File: config.mk
export PLATFORM = sky130hd
export DESIGN_NAME = uart_tx_dbuf
export DESIGN_NICKNAME = d
export VERILOG_FILES = /design/src/rtl/uart_tx_pkg.sv /design/src/rtl/uart_tx_hold.sv /design/src/rtl/uart_tx_shreg.sv /design/src/rtl/uart_tx_flags.sv /design/src/rtl/uart_tx_dbuf.sv
export SDC_FILE = /design/constraint.sdc
export NUM_CORES = 1
export LEC_CHECK = 0
export ABC_AREA = 1
export BUFFER_PORTS_ARGS = -buffer_cell sky130_fd_sc_hd__buf_2
export CORE_MARGIN = 4
export CORE_UTILIZATION = 25
export DETAILED_ROUTE_END_ITERATION = 12
export GPL_TIMING_DRIVEN = 0
export PLACE_DENSITY_LB_ADDON = 0.15
export SYNTH_ARGS = -nofsm -noshare
export SYNTH_HDL_FRONTEND = slang
export SYNTH_SLANG_ARGS = --single-unit
File: constraint.sdc
create_clock -name clk -period 3.96 [get_ports clk]
set_input_delay 0.198 -clock clk [delete_from_list [all_inputs] [get_ports clk]]
set_output_delay 0.198 -clock clk [all_outputs]
set_load 0.01 [all_outputs]
File: src/rtl/uart_tx_pkg.sv
package uart_tx_pkg;

  // Width of the base character; the optional ninth bit sits above it.
  localparam int unsigned UTX_DATA_W = 8;

  // Width selection as it is seen on the mode pin.
  typedef enum logic [0:0] {
    FMT_NARROW = 1'b0,
    FMT_WIDE   = 1'b1
  } frame_fmt_e;

  // Number of line bits for a given base width and format.
  function automatic int unsigned frame_len(input int unsigned base_w, input frame_fmt_e fmt);
    return base_w + 2 + ((fmt == FMT_WIDE) ? 1 : 0);
  endfunction

endpackage

File: src/rtl/uart_tx_hold.sv
// Waiting slot in front of the shift stage. A write always lands here;
// a take empties it unless a write arrives on the same edge.
module uart_tx_hold #(
  parameter int unsigned DATA_W = uart_tx_pkg::UTX_DATA_W
) (
  input  logic              clk,
  input  logic              rst_n,
  input  logic              wr_en,
  input  logic [DATA_W-1:0] wr_data,
  input  logic              take,
  output logic              full,
  output logic [DATA_W-1:0] data_q
);

  logic              full_q;
  logic [DATA_W-1:0] slot_q;

  always_ff @(posedge clk) begin
    if (!rst_n) begin
      full_q <= 1'b0;
    end else if (wr_en) begin
      full_q <= 1'b1;
    end else if (take) begin
      full_q <= 1'b0;
    end
  end

  // Data needs no reset: it is only used while full_q is set.
  always_ff @(posedge clk) begin
    if (wr_en) begin
      slot_q <= wr_data;
    end
  end

  assign full   = full_q;
  assign data_q = slot_q;

endmodule

File: src/rtl/uart_tx_shreg.sv
// Shift stage. It is filled with ones at rest, so bit 0 drives the line
// directly. A down-counter of remaining bit periods marks it busy.
module uart_tx_shreg #(
  parameter int unsigned DATA_W = uart_tx_pkg::UTX_DATA_W,
  parameter bit          EXT_EN = 1'b1
) (
  input  logic              clk,
  input  logic              rst_n,
  input  logic              load,
  input  logic [DATA_W-1:0] ld_data,
  input  logic              ld_bit8,
  input  logic              ld_wide,
  input  logic              tick,
  output logic              line,
  output logic              busy,
  output logic              last_tick
);

  import uart_tx_pkg::*;

  localparam int unsigned SR_W  = frame_len(DATA_W, EXT_EN ? FMT_WIDE : FMT_NARROW);
  localparam int unsigned CNT_W = $clog2(SR_W + 1);

  logic [SR_W-1:0]  sr_q;
  logic [CNT_W-1:0] cnt_q;
  logic [SR_W-1:0]  frame;
  logic [CNT_W-1:0] ld_len;

  generate
    if (EXT_EN) begin : g_ext
      // In narrow format the spare slot is a second one that never leaves,
      // because the count stops one bit short.
      logic ext_bit;
      assign ext_bit = (ld_wide == FMT_WIDE) ? ld_bit8 : 1'b1;
      assign frame   = {1'b1, ext_bit, ld_data, 1'b0};
      assign ld_len  = (ld_wide == FMT_WIDE) ? CNT_W'(SR_W) : CNT_W'(SR_W - 1);
    end else begin : g_base
      logic unused_mode;
      assign unused_mode = ^{ld_wide, ld_bit8};
      assign frame  = {1'b1, ld_data, 1'b0};
      assign ld_len = CNT_W'(SR_W);
    end
  endgenerate

  assign busy      = (cnt_q != '0);
  assign last_tick = busy && tick && (cnt_q == CNT_W'(1));

  always_ff @(posedge clk) begin
    if (!rst_n) begin
      sr_q  <= '1;
      cnt_q <= '0;
    end else if (load) begin
      sr_q  <= frame;
      cnt_q <= ld_len;
    end else if (busy && tick) begin
      sr_q  <= {1'b1, sr_q[SR_W-1:1]};
      cnt_q <= cnt_q - CNT_W'(1);
    end
  end

  assign line = sr_q[0];

endmodule

File: src/rtl/uart_tx_flags.sv
// Completion flag and the two gated interrupt requests.
module uart_tx_flags (
  input  logic clk,
  input  logic rst_n,
  input  logic stop_end,
  input  logic waiting,
  input  logic wr_en,
  input  logic clr,
  input  logic slot_empty,
  input  logic ie_empty,
  input  logic ie_done,
  output logic done,
  output logic irq_empty,
  output logic irq_done
);

  logic done_q;
  logic set_done;
  logic clr_done;

  // A write on the closing edge means a character is queued, so the
  // line is not going idle.
  assign set_done = stop_end && !waiting && !wr_en;
  assign clr_done = wr_en || clr;

  always_ff @(posedge clk) begin
    if (!rst_n) begin
      done_q <= 1'b0;
    end else if (clr_done) begin
      done_q <= 1'b0;
    end else if (set_done) begin
      done_q <= 1'b1;
    end
  end

  assign done      = done_q;
  assign irq_done  = done_q && ie_done;
  assign irq_empty = slot_empty && ie_empty;

endmodule

File: src/rtl/uart_tx_dbuf.sv
// Double-buffered serial transmitter top.
module uart_tx_dbuf #(
  parameter int unsigned DATA_W = uart_tx_pkg::UTX_DATA_W,
  parameter bit          EXT_EN = 1'b1
) (
  input  logic              clk,
  input  logic              rst_n,
  input  logic              wide_mode,
  input  logic              baud_tick,
  input  logic              s_valid,
  output logic              s_ready,
  input  logic [DATA_W-1:0] s_data,
  input  logic              s_bit8,
  input  logic              done_clr,
  input  logic              ie_empty,
  input  logic              ie_done,
  output logic              txd,
  output logic              tx_done,
  output logic              irq_empty,
  output logic              irq_done
);

  logic              hold_full;
  logic [DATA_W-1:0] hold_data;
  logic              sh_busy;
  logic              sh_last;
  logic              xfer;

  // Move the waiting character when the shift stage is empty, or on the
  // edge that finishes the stop bit now on the line.
  assign xfer = hold_full && (!sh_busy || sh_last);

  uart_tx_hold #(
    .DATA_W (DATA_W)
  ) u_hold (
    .clk     (clk),
    .rst_n   (rst_n),
    .wr_en   (s_valid),
    .wr_data (s_data),
    .take    (xfer),
    .full    (hold_full),
    .data_q  (hold_data)
  );

  uart_tx_shreg #(
    .DATA_W (DATA_W),
    .EXT_EN (EXT_EN)
  ) u_shreg (
    .clk       (clk),
    .rst_n     (rst_n),
    .load      (xfer),
    .ld_data   (hold_data),
    .ld_bit8   (s_bit8),
    .ld_wide   (wide_mode),
    .tick      (baud_tick),
    .line      (txd),
    .busy      (sh_busy),
    .last_tick (sh_last)
  );

  uart_tx_flags u_flags (
    .clk        (clk),
    .rst_n      (rst_n),
    .stop_end   (sh_last),
    .waiting    (hold_full),
    .wr_en      (s_valid),
    .clr        (done_clr),
    .slot_empty (!hold_full),
    .ie_empty   (ie_empty),
    .ie_done    (ie_done),
    .done       (tx_done),
    .irq_empty  (irq_empty),
    .irq_done   (irq_done)
  );

  assign s_ready = !hold_full;

endmodule

## After elaboration in Yosys (flattened, before gate mapping)

Cells that the tools add are included.
W data, S select, Z words.

| storage, ports and cells | value |
|---|---|
| register bits | 24 |
| input bits | 17 |
| output and inout bits | 5 |
| word-level logic and storage cells | 32 |

| cells by class | value |
|---|---|
| $add $sub $neg | 1 |
| eq/ne operators | 1 |
| mux-type cells | 8 |
| bitwise operators | 1 |
| reduce and logical (&&, ||, !) cells | 16 |

Operator list:

| kind | number |
|---|---|
| $mux W10 | 2 |
| $mux W4 | 2 |
| $logic_and A1 B1 Y1 | 7 |
| $eq A4 B1 Y1 const B | 1 |
| $mux W1 | 4 |
| $reduce_bool A2 Y1 | 2 |
| $reduce_bool A4 Y1 | 1 |
| $sub A4 B1 Y4 const B | 1 |
| $logic_not A1 Y1 | 3 |
| $logic_or A1 B1 Y1 | 2 |
| $reduce_or A2 Y1 | 1 |
| $not A1 Y1 | 1 |

## Longest topological paths before layout

| depth | value |
|---|---|
| word-level depth | 7 |
| mapped depth | 10 |
| mapped depth without buffers | 10 |

## By module

Synthesis repeated with hierarchy kept, for this count alone.

| unflattened totals | value |
|---|---|
| cells, all modules | 120 |
| area, all modules | 1066.0 µm² |

Modules (own cells, without submodules):

| module | times used | cells each | area an instance (µm²) | seq. area each (µm²) |
|---|---|---|---|---|
| uart_tx_shreg | 1 | 93 | 710.7 | 280.3 |
| uart_tx_hold | 1 | 14 | 284.0 | 260.2 |
| uart_tx_flags | 1 | 10 | 55.1 | 20.0 |
| uart_tx_dbuf | 1 | 3 | 16.3 | 0.0 |

## Worst setup path before layout

No wires, ideal clock.

| timing path | value |
|---|---|
| path type | register to register |
| start point | register u_shreg.cnt_q[0] |
| end point | register u_shreg.cnt_q[0] |
| setup time | 0.117 ns |
| arrival | 1.180 ns |
| data required time | 3.843 ns |
| setup slack | 2.663 ns |
| stages on the path, launching flop included | 10 |
| path buffers | 1 |
| period minus slack after synthesis | 1.297 ns |
| path through | dfxtp_1 inv_1 ha_1 nand2_2 nand2_2 nand2_2 buf_6 nand2_1 nor2_1 nor2_1 |

| on the way | value |
|---|---|
| cells in the longest elaborated chain, start to end | 6 |
| elaborated cells on any way between the ends | 11 |
| classes of those cells | add/sub (1); eq/ne (1); mux (2); reduce/logical (7) |

Ends and longest elaborated chain:

| element | RTL line | RTL |
|---|---|---|
| start: declaration | uart_tx_shreg.sv:25 | `logic [CNT_W-1:0] cnt_q;` |
| start signal: assignment | uart_tx_shreg.sv:54 | `cnt_q <= ld_len;` |
| start signal: assignment | uart_tx_shreg.sv:57 | `cnt_q <= cnt_q - CNT_W'(1);` |
| branches (longest 6 deep; another with $sub A4 B1 Y4) | - |  |

Parallel ways; which one is timed is not known. The select of a mux whose other input is x is not followed.
A chain may end at the register's enable or synchronous reset.

## Final worst setup path

| timing path | value |
|---|---|
| start point | register u_hold.full_q (netlist: u_hold.full) |
| end point | output port irq_empty |

| on the way | value |
|---|---|
| cells in the longest elaborated chain, start to end | 2 |

Ends and longest elaborated chain:

| element | RTL line | RTL |
|---|---|---|
| start: declaration | uart_tx_hold.sv:15 | `logic full_q;` |
| start signal: assignment | uart_tx_hold.sv:20 | `full_q <= 1'b0;` |
| start signal: assignment | uart_tx_hold.sv:22 | `full_q <= 1'b1;` |
| start signal: assignment | uart_tx_hold.sv:24 | `full_q <= 1'b0;` |
| $logic_not A1 Y1 | uart_tx_dbuf.sv:68 | `.slot_empty (!hold_full),` |
| $logic_and A1 B1 Y1 | uart_tx_flags.sv:38 | `assign irq_empty = slot_empty && ie_empty;` |
| end: declaration | uart_tx_dbuf.sv:19 | `output logic irq_empty,` |

No other way between the ends.

==> impl_metrics.tcl <==
set metrics [dict create \
    seq_power_share 0.399 \
    hold_buffers 0 \
    post_drt_via_cell_ratio 4.215 \
    fillers 484 \
    grt_pass1_wl_um 4229 \
    drive_above_1_share 0.2222 \
    synth_nets 156 \
    cts_tree "built" \
    p_int_mw 0.5465 \
    cap_viol_max_count 0 \
    num_antenna_cells 0 \
    numCtsBuffers 3 \
    fin_nets 182 \
    crit_fanout 10 \
    synthFlopType "dfxtp_1" \
    fmax_mhz 618.4 \
    path_clk_slew_ns 0.08 \
    hold_viol 0 \
    initial_core_util 0.2586 \
    worstSetupPathType "reg2out" \
    slew_violations 0 \
    switching_power_mw 0.3509 \
    cts_buffer_depth 2 \
    fin_crit_ns 1.617 \
    grt_usage 0.1014 \
    synth_common_cells "nand2_1 (26), inv_1 (24), dfxtp_1 (16)" \
    setup_viol 0 \
    drtPass1Iterations 3 \
    postRouteAntennaNets 0 \
    dp_worst_setup_slack_ns 2.431 \
    comb_power_share 0.439 \
    fin_ws_ns 2.343 \
    gp_congestion 0.7577 \
    yosysTopAreaCellShare 0.2826 \
    p_sw_frac 0.3910 \
    syn_area_sq_mm 0.001134 \
    multi_input_comb_area_sq_um 436.7 \
    start_kind "register" \
    synth_area_leaders "dfxtp_1 (28%), edfxtp_1 (21%), nand2_1 (8.6%), inv_1 (7.9%), nand3_1 (6.6%)" \
    power_density_mw_per_mm2 665.3 \
    clock_sinks 24 \
    coreArea_sq_mm 0.004384 \
    antenna_found_initial 0 \
    fin_total_pwr_mw 0.8974 \
    grt_pass1_vias 941 \
    p_leak_nw 0.6747 \
    final.period_utilization 0.4084 \
    drc 0 \
    postCtsSetupBuffers 0 \
    overflow 0 \
    synthToLayoutAreaGrowth_pct 18.98 \
    dpl.hpwl_um 1768 \
    finalWirelength_um 2511 \
    synth-async-reset-ratio 0 \
    num_rows 24 \
    ctsHtreeMaxLevel 1 \
    vias 902 \
    ys_types 23 \
    die_h_um 75.34 \
    grt_max_degree 14 \
    clock_latency_ns 0.26 \
    relSlewSlack 0.6392 \
    io_buffers 21 \
    synth-seq-cells 24 \
    clkPwrFrac 0.161 \
    seq_area_frac_synth 0.4945 \
    rsz0062_at_grt "false" \
    synth_area_leader_cell "dfxtp_1" \
    fin_hold_ws_ns 0.1043 \
    endpoint_kind "output pin" \
    min_path_type "in2reg" \
    setup_tns_ns 0 \
    root_buffer "clkbuf_8" \
    die_w_um 75.34 \
    dieArea_sq_mm 0.005675 \
    status "finished, final reports clean" \
    cts_resized 0 \
    avgSynthCellArea_sq_um 8.274 \
    wire_per_inst_um 11.73 \
    tightest_slew_ns 0.5412 \
    synth_most_common_cell "nand2_1" \
    drtIter0Drc 35 \
    fin_worst_skew_ns 0.002256 \
    ir_worst_vdd_v 0.0002015 \
    final-seq-area_sq_um 560.5 \
    ys_warn_count 0 \
    synthCells 137 \
    r2r_slack_ns 2.44 \
    synth_edf_count 8 \
    cp.arrival_ns 1.42 \
    cp_data_required_time_ns 3.76 \
    ios 22 \
]
==> final cells by class <==
cell class / count / share of cell area
Clock inverter: 1 / 0.002783
Inverter: 25 / 0.06957
Buffer: 6 / 0.03154
Clock buffer: 3 / 0.03061
Timing Repair Buffer: 21 / 0.07792
Sequential cell: 24 / 0.4156
Tap cell: 52 / 0.04824
Multi-Input combinational cell: 82 / 0.3237
==> registers in the layout, indices dropped and copies added (netlist names) <==
name           cells
u_shreg.sr_q      10
u_flags.done       1
u_hold.full        1
u_hold.data_q      8
u_shreg.cnt_q      4
==> power groups by stage <==
stage,logic [mW],registers [mW],clock network (mW)
finish,0.394,0.359,0.145
global route,0.452,0.366,0.165
CTS,0.400,0.359,0.155
detailed placement,0.397,0.364,0
global placement,0.389,0.363,0
floorplan,0.302,0.358,0
==> final timing paths <==
kind                                               startpoint                      endpoint  depth (start not counted)
worst max-delay path                 u_hold.full$_SDFFE_PN0P_                     irq_empty                          3
worst min register to register   u_shreg.sr_q[0]$_SDFFE_PN1P_  u_shreg.sr_q[0]$_SDFFE_PN1P_                          2
worst min-delay path                                s_data[5]    u_hold.data_q[5]$_DFFE_PP_                          1
worst max register to register  u_shreg.cnt_q[0]$_SDFFE_PN0P_  u_shreg.sr_q[0]$_SDFFE_PN1P_                          8
==> worst max-delay path, cell delays in order, from the launching register on <==
cell and delay (ns):
dfxtp_1 0.45, clkbuf_1 0.46, nor2_1 0.09, buf_2 0.16
==> cells by family (layout without fill, tap and decap cells) <==
family,after synthesis,after routing,synth area share
AOI/OAI and AO/OA,16,16,0.07946
xor gates and xnor gates,1,1,0.007728
buffers and inverters,31,56,0.1203
DFF,24,24,0.4945
and+or+nand+nor,63,63,0.2759
adders and majority gates,2,2,0.02207
==> metal layers <==
layer	global-route usage	up-vias	wire, um
met5	0	-	0
met3	0.02375	2	88
met2	0.1822	12	1239
li1	-	485	-
met1	0.1126	403	1159
met4	0.04660	0	23
==> per-stage QoR <==
step           cell area, sq um  instances  utilization
2_1_floorplan              1134        137            -
3_3_place_gp               1304        210       0.2974
3_5_place_dp               1304        210       0.2974
4_1_cts                    1349        214       0.3076
5_1_grt                    1349        214       0.3076
6_report                   1349        214       0.3076
==> layout by cell type (no fill, tap or decap) <==
cell      instances
nand2_1          26
dfxtp_1          16
xor2_1            1
o21a_1            2
inv_2             1
o21ai_1           3
o21ai_2           1
nand3_1          15
ha_1              2
buf_4             1
clkinv_1          1
nor2_4            1
edfxtp_1          8
inv_1            24
clkbuf_1          2
buf_6             2
o21ai_0           7
clkbuf_8          3
buf_2            22
nand2_2           5
nand3b_1          9
nor2_1            4
nor3_1            3
a31oi_1           1
a21oi_1           2
(Power assumes the default switching activity.)
